<file path="config.mk">
export PLATFORM = sky130hd
export DESIGN_NAME = ext_bus_addr_cs
export DESIGN_NICKNAME = d
export VERILOG_FILES = /design/src/rtl/ebus_pkg.sv /design/src/rtl/ebus_cfg_regs.sv /design/src/rtl/ebus_cs_decode.sv /design/src/rtl/ebus_pin_mux.sv /design/src/rtl/ext_bus_addr_cs.sv
export SDC_FILE = /design/constraint.sdc
export NUM_CORES = 1
export LEC_CHECK = 0
export BUFFER_PORTS_ARGS = -buffer_cell sky130_fd_sc_hd__buf_4
export CAP_MARGIN = 25
export CORE_MARGIN = 2
export CORE_UTILIZATION = 41
export CTS_BUF_LIST = sky130_fd_sc_hd__clkbuf_8
export DETAILED_ROUTE_END_ITERATION = 12
export PLACE_DENSITY = 0.81
export SLEW_MARGIN = 5
export SYNTH_ARGS = -nofsm -noshare
export SYNTH_HDL_FRONTEND = slang
export SYNTH_SLANG_ARGS = --single-unit
</file>
<file path="constraint.sdc">
create_clock -name clk -period 1.13 [get_ports clk]
set_input_delay 0.113 -clock clk [delete_from_list [all_inputs] [get_ports clk]]
set_output_delay 0.113 -clock clk [all_outputs]
set_load 0.03 [all_outputs]
</file>
<file path="src/rtl/ebus_pkg.sv">
package ebus_pkg;
  localparam int CS_MAX = 4;

  typedef enum logic [1:0] {
    CSM_FOUR  = 2'b00,
    CSM_THREE = 2'b01,
    CSM_TWO   = 2'b10,
    CSM_A23N  = 2'b11
  } cs_mode_e;

  // number of shared pins acting as true window chip selects
  function automatic int cs_count(cs_mode_e m);
    return (m == CSM_A23N) ? 0 : CS_MAX - int'(m);
  endfunction
endpackage

</file>
<file path="src/rtl/ebus_cfg_regs.sv">
module ebus_cfg_regs
  import ebus_pkg::*;
#(
  parameter int NUM_SPACES = 4,
  parameter int STRAP_SPACE = 3,
  parameter logic [NUM_SPACES-1:0] BYTE_RST = '0
) (
  input  logic                  clk,
  input  logic                  rst,
  input  logic                  byte_strap,
  input  logic                  we,
  input  logic [1:0]            mode_wdata,
  input  logic [NUM_SPACES-1:0] byte_wdata,
  output cs_mode_e              mode_q,
  output logic [NUM_SPACES-1:0] byte_q
);
  always_ff @(posedge clk) begin
    if (rst) mode_q <= CSM_A23N;
    else if (we) mode_q <= cs_mode_e'(mode_wdata);
  end

  for (genvar s = 0; s < NUM_SPACES; s++) begin : g_byte
    always_ff @(posedge clk) begin
      if (rst) byte_q[s] <= (s == STRAP_SPACE) ? byte_strap : BYTE_RST[s];
      else if (we) byte_q[s] <= byte_wdata[s];
    end
  end
endmodule

</file>
<file path="src/rtl/ebus_cs_decode.sv">
module ebus_cs_decode
  import ebus_pkg::*;
#(
  parameter int ADDR_W = 24,
  parameter int WIN_SHIFT = 20,
  localparam int TAG_W = ADDR_W - WIN_SHIFT
) (
  input  logic [TAG_W-1:0]  tag,
  output logic [CS_MAX-1:0] hit
);
  localparam logic [TAG_W-1:0] TOP_TAG = '1;

  // window i sits i windows below the top of the space
  for (genvar i = 0; i < CS_MAX; i++) begin : g_win
    localparam logic [TAG_W-1:0] WIN_TAG = TOP_TAG - TAG_W'(i);
    assign hit[i] = (tag == WIN_TAG);
  end
endmodule

</file>
<file path="src/rtl/ebus_pin_mux.sv">
module ebus_pin_mux
  import ebus_pkg::*;
#(
  parameter int ADDR_W = 24
) (
  input  logic [ADDR_W-1:0] addr,
  input  cs_mode_e          mode,
  input  logic [CS_MAX-1:0] hit,
  output logic [ADDR_W-1:0] pins
);
  localparam int LOW_W = ADDR_W - CS_MAX;

  assign pins[LOW_W-1:0] = addr[LOW_W-1:0];

  for (genvar i = 0; i < CS_MAX; i++) begin : g_shared
    localparam int P = ADDR_W - 1 - i;
    logic as_cs;
    assign as_cs = (i < cs_count(mode));
    if (i == 0) begin : g_top
      assign pins[P] = as_cs ? ~hit[i] : ~addr[P];
    end else begin : g_mid
      assign pins[P] = as_cs ? ~hit[i] : addr[P];
    end
  end
endmodule

</file>
<file path="src/rtl/ext_bus_addr_cs.sv">
module ext_bus_addr_cs
  import ebus_pkg::*;
#(
  parameter int ADDR_W = 24,
  parameter int NUM_SPACES = 4,
  parameter int WIN_SHIFT = 20,
  parameter int STRAP_SPACE = 3,
  parameter logic [NUM_SPACES-1:0] BYTE_RST = '0
) (
  input  logic                          clk,
  input  logic                          rst,
  input  logic                          byte_strap,
  input  logic                          cfg_we,
  input  logic [1:0]                    cfg_cs_mode,
  input  logic [NUM_SPACES-1:0]         cfg_byte_bus,
  input  logic                          ext_req,
  input  logic [ADDR_W-1:0]             ext_addr,
  input  logic [$clog2(NUM_SPACES)-1:0] ext_space,
  output logic [ADDR_W-1:0]             addr_pins,
  output logic                          bus_wide
);
  localparam logic [ADDR_W-1:0] PINS_RST = {1'b1, {(ADDR_W-1){1'b0}}};

  cs_mode_e              mode_q;
  logic [NUM_SPACES-1:0] byte_q;
  logic [CS_MAX-1:0]     hit;
  logic [ADDR_W-1:0]     pins_nxt;

  ebus_cfg_regs #(
    .NUM_SPACES(NUM_SPACES), .STRAP_SPACE(STRAP_SPACE), .BYTE_RST(BYTE_RST)
  ) u_cfg (
    .clk(clk), .rst(rst), .byte_strap(byte_strap), .we(cfg_we),
    .mode_wdata(cfg_cs_mode), .byte_wdata(cfg_byte_bus),
    .mode_q(mode_q), .byte_q(byte_q)
  );

  ebus_cs_decode #(.ADDR_W(ADDR_W), .WIN_SHIFT(WIN_SHIFT)) u_dec (
    .tag(ext_addr[ADDR_W-1:WIN_SHIFT]), .hit(hit)
  );

  ebus_pin_mux #(.ADDR_W(ADDR_W)) u_mux (
    .addr(ext_addr), .mode(mode_q), .hit(hit), .pins(pins_nxt)
  );

  always_ff @(posedge clk) begin
    if (rst) begin
      addr_pins <= PINS_RST;
      bus_wide  <= 1'b0;
    end else if (ext_req) begin
      addr_pins <= pins_nxt;
      bus_wide  <= ~byte_q[ext_space];
    end
  end
endmodule

</file>
### After elaboration in Yosys (flattened, before gate mapping)

Index checks and enable logic that the tools add are counted.

* flip-flop bits (word level): 31
* latch bits: 0
* memory bits (writable): 0
* ROM bits: 0
* bits of input ports: 37
* output and inout port bits: 25
* word-level logic and storage cells: 34
* memories: 0

* $add $sub $neg: 1
* multiply operators: 0
* divide/modulo/power cells: 0
* magnitude comparators: 5
* equal/unequal tests: 5
* shifts and indexed selects: 0
* mux-type cells: 9
* bitwise logic cells: 6
* reductions and logical operators: 1

Operators by type and width (number)
* $lt A3 B32 Y1 const A: 2
* $lt A1 B32 Y1 const A: 1
* $lt A2 B32 Y1 const A: 1
* $mux W32: 1
* $eq A4 B4 Y1 const B: 4
* $mux W1: 7
* $not A1 Y1: 6
* $sub A3 B2 Y4 const A: 1
* $lt A2 B3 Y1 const B: 1
* $bmux W1 S2: 1
* $eq A2 B2 Y1 const B: 1
* $reduce_bool A2 Y1: 1

### Longest topological paths before layout

* depth in word-level cells: 4
* depth in mapped cells: 4
* mapped depth without buffers: 3

### By module

A second synthesis with hierarchy kept.

* cell total of the unflattened synthesis: 133
* area total of the unflattened synthesis: 1386.3 um^2

Modules (own cells, without submodules)
* ext_bus_addr_cs: times used 1, cells an instance 82, area each 904.6 um^2, seq. area each 500.5 um^2
* ebus_cfg_regs: times used 1, cells an instance 19, area each 235.2 um^2, seq. area each 130.1 um^2
* ebus_pin_mux: times used 1, cells an instance 28, area each 201.4 um^2, seq. area each 0.0 um^2
* ebus_cs_decode: times used 1, cells an instance 4, area each 45.0 um^2, seq. area each 0.0 um^2

### Worst setup path after synthesis

OpenSTA, ideal clock, no wires.

* kind: reg2reg
* start: reg u_cfg.byte_q[3]
* end: reg bus_wide
* library setup time: 0.079 ns
* data arrival time: 0.998 ns
* data required time: 1.051 ns
* setup slack: 0.052 ns
* stages on the path, launching flop included: 3
* buffers on the path: 0
* clock period less this slack: 1.078 ns
* path through: edfxtp_1 -> mux4_2 -> a211oi_2

* longest elaborated chain between the ends: 3

RTL lines
* from (decl): RTL line ebus_cfg_regs.sv:15 `output logic [NUM_SPACES-1:0] byte_q`
* from (signal, indexed assignment): RTL line ebus_cfg_regs.sv:24 `if (rst) byte_q[s] <= (s == STRAP_SPACE) ? byte_strap : BYTE_RST[s];`
* from (signal, indexed assignment): RTL line ebus_cfg_regs.sv:25 `else if (we) byte_q[s] <= byte_wdata[s];`
* $bmux W1 S2: RTL line ext_bus_addr_cs.sv:51 `bus_wide <= ~byte_q[ext_space];`
* $mux W1 (implied by the code): RTL line ext_bus_addr_cs.sv:51
* $not A1 Y1: RTL line ext_bus_addr_cs.sv:51
* to (signal assigned): RTL line ext_bus_addr_cs.sv:51
* to (decl): RTL line ext_bus_addr_cs.sv:20 `output logic bus_wide`

Every way passes these cells. The select of a mux whose other input is x is not followed.
A chain may end at the register's enable or synchronous reset.

### Final worst setup path

Ends and elaborated chain as after synthesis.

==> load_flow_metrics.sql <==
INSERT INTO impl_metrics (metric_group, metric, value, unit) VALUES
('power_and_ir_drop', 'power_density', '1431', 'nW/um2'),
('logic_synthesis', 'synth_top_family_by_area', 'multiplexers', ''),
('global_route', 'groute.usage.overall', '17.50', '%'),
('power_and_ir_drop', 'power.combinational.fraction', '19.1', '%'),
('global_route', 'initial_antenna_violation_count', '0', ''),
('cells_and_area', 'layout_commonest_cell', 'buf_4', ''),
('logic_synthesis', 'number_of_unique_standard_cell_types_used_by_synthesis', '24', ''),
('clock_network', 'ctsResizeCount', '0', ''),
('cells_and_area', 'multi_input_comb_area', '513.0', 'um2'),
('logic_synthesis', 'synth_seq_area_share', '53.16', '%'),
('critical_path', 'worst-path-buf-inv', '0', ''),
('critical_path', 'crit-reg2reg-launch', 'u_cfg.byte_q[3]$_DFFE_PP_', ''),
('place', 'buffer_ports.inserted', '61', ''),
('cells_and_area', 'flow.area_growth_from_synthesis', '45.78', '%'),
('timing', 'final_period_minus_worst_setup_slack', '1.077', 'ns'),
('power_and_ir_drop', 'power.ir.vdd_worst', '1.144', 'mV'),
('detailed_routing', 'first_pass_iters', '6', ''),
('clock_network', 'clock_tree.buffer_depth', '2', ''),
('status', 'status', 'completed', ''),
('critical_path', 'cp_max_fo', '1', ''),
('cells_and_area', 'layout-drive-gt1-share', '41.14', '%'),
('logic_synthesis', 'synth-adder-area-share', '0', '%'),
('floorplanning', 'chipWidth', '57.79', 'um'),
('cells_and_area', 'final_net_count', '211', ''),
('power_and_ir_drop', 'power.leakage', '0.8547', 'nW'),
('global_route', 'first_global_vias', '1018', ''),
('detailed_routing', 'routed_via_density', '5.039', ''),
('floorplanning', 'design.die.area', '3339', 'um2'),
('place', 'hpwl_after_detailed_placement', '1919', 'um'),
('critical_path', 'critPathLaunchType', 'flip-flop', ''),
('detailed_routing', 'routed_wl', '2710', 'um'),
('timing', 'slew_headroom', '70.89', '%'),
('global_route', 'maximum_number_of_pins_on_one_net_before_global_route_repair', '32', ''),
('logic_synthesis', 'synthesis.instances', '113', ''),
('floorplanning', 'fp.dieH', '57.79', 'um'),
('logic_synthesis', 'synthMuxAreaShare', '22.26', '%'),
('hold_path', 'hp-class', 'input pin to flip-flop', ''),
('critical_path', 'critical-path-slowest-cell', 'mux4_2', ''),
('cells_and_area', 'fillers', '233', ''),
('clock_network', 'cts_inserted_buffers', '5', ''),
('floorplanning', 'initial_core_util', '43.01', '%'),
('critical_path', 'startpoint', 'u_cfg.byte_q[3]$_DFFE_PP_', ''),
('clock_network', 'tritoncts_clock_tree', 'yes', ''),
('logic_synthesis', 'netlist_area', '1186', 'um2'),
('critical_path', 'required', '1.33', 'ns'),
('logic_synthesis', 'post_synth_xor_area_fraction', '0', '%'),
('critical_path', 'worstSetupPathType', 'flip-flop to flip-flop', ''),
('timing', 'report.final.slew_viol_count', '0', ''),
('clock_network', 'cts-root-buf', 'clkbuf_8', ''),
('critical_path', 'crit_path_max_incr_delay', '0.48', 'ns'),
('timing', 'totalNegativeSetupSlack', '0', 'ns'),
('timing', 'finalClockSkew', '0.007210', 'ns'),
('clock_network', 'clkTransAtPathRegs', '0.06', 'ns'),
('power_and_ir_drop', 'swShare', '26.76', '%'),
('logic_synthesis', 'yosys_warnings', '0', ''),
('power_and_ir_drop', 'clock_power_share', '31.9', '%'),
('timing', 'finalSetupViolations', '0', ''),
('cells_and_area', 'layout.cells.most_common_list', 'buf_4, dfxtp_1, nor2_1', ''),
('timing', 'hold_viol_final', '0', ''),
('hold_path', 'hold_path.startpoint', 'cfg_cs_mode[0]', ''),
('power_and_ir_drop', 'sequentialPowerShare', '49.0', '%'),
('critical_path', 'worst_path_dominant_cell_family', 'multiplexers', ''),
('timing', 'timing.final.ws_setup', '0.05276', 'ns'),
('detailed_routing', 'dr_total_vias', '1038', ''),
('critical_path', 'worst_ep_arrival_time', '1.28', 'ns'),
('logic_synthesis', 'synth_compound_area_share', '6.540', '%'),
('detailed_routing', 'avgRoutedWirePerCell', '13.16', 'um'),
('job', 'drv.max_cap_violation_count', '0', ''),
('cells_and_area', 'area_taken_by_flip_flops_and_latches', '630.6', 'um2'),
('timing', 'fmax', '0.9283', 'GHz'),
('timing', 'worst-slew-pin-transition', '0.4367', 'ns');
-- worst reg2reg max path, delay by kind of cell (launching register included) --
kind,cells,cell delay (ns)
multiplexers,1,0.48
AO/OA/AOI/OAI,1,0.17
flip-flops,1,0.35
-- cell families after synthesis --
kind of cell | count (synthesis)
buf+inv | 8
flops | 31
simple gates | 39
compound gates | 10
mux | 25
-- metal layers --
layer  track usage (%)  wire length [um]  up-vias  share of wire, %
li1                  -                 -      510                 -
met1             20.74              1155      474                43
met2             28.57              1330       52                49
met3             6.696               206        2               7.6
met4             6.977                17        0              0.63
met5                 0                 0        -                 0
-- area by class of cell --
| type | instances | share of cell area [%] |
|---|---|---|
| Sequential cell | 31 | 36.47 |
| Multi-Input combinational cell | 74 | 29.67 |
| Timing Repair Buffer | 62 | 26.92 |
| Clock buffer | 5 | 3.980 |
| Tap cell | 31 | 2.243 |
| Clock inverter | 3 | 0.7236 |
-- power groups by stage --
| stage | registers, mW | clock network, mW | logic [mW] |
|---|---|---|---|
| final | 1.21 | 0.789 | 0.474 |
| after CTS | 1.21 | 0.817 | 0.476 |
| after global placement | 1.23 | 0 | 0.462 |
| after global routing | 1.22 | 0.865 | 0.508 |
| after detailed placement | 1.23 | 0 | 0.474 |
| after floorplan | 1.34 | 0 | 0.158 |
-- registers in the layout, summed over array words and instances, names as in the netlist --
signal and flops:
u_cfg.mode_q 2, bus_wide 1, addr_pins 24, u_cfg.byte_q 4
-- final timing paths --
check	cells after the start	slack (ns)	endpoint
setup / recovery	2	0.05	bus_wide$_SDFFE_PP0P_
hold / removal	2	0.04	u_cfg.mode_q[0]$_SDFFE_PP1P_
setup reg to reg	2	0.05	bus_wide$_SDFFE_PP0P_
hold reg to reg	2	0.49	addr_pins[20]$_SDFFE_PP0P_
-- synthesized netlist by cell type, drive strengths merged --
library cell  count  area share [%]
a211o             2             1.5
clkbuf            4             1.3
nand4             1            0.53
a32oi             1            0.74
or2               1            0.53
nor2             28             8.9
mux4              1             1.9
a31oi             2             1.1
mux2              1            0.95
buf               4             2.3
dfxtp            30              51
nand2             2            0.63
edfxtp            1             2.5
nand4b            1            0.74
mux2i            23              19
nor2b             2             1.1
a211oi            3             2.3
nand2b            2             1.1
nand3b            1            0.63
nand3             1            0.42
o22ai             1            0.53
a21oi             1            0.42
-- per-stage QoR --
step	std cells	cell area (um2)	power [mW]	util, %	hold slack [ns]
floorplan	113	1186	1.497	-	0.2116
global placement	198	1648	1.692	59.76	0.3193
detailed placement	198	1648	1.708	59.76	0.3274
CTS	206	1729	2.506	62.70	0.03451
global route	206	1729	2.594	62.70	0.03875
finish	206	1729	2.475	62.70	0.04388
Note: power is estimated with default switching activity, not from simulation.
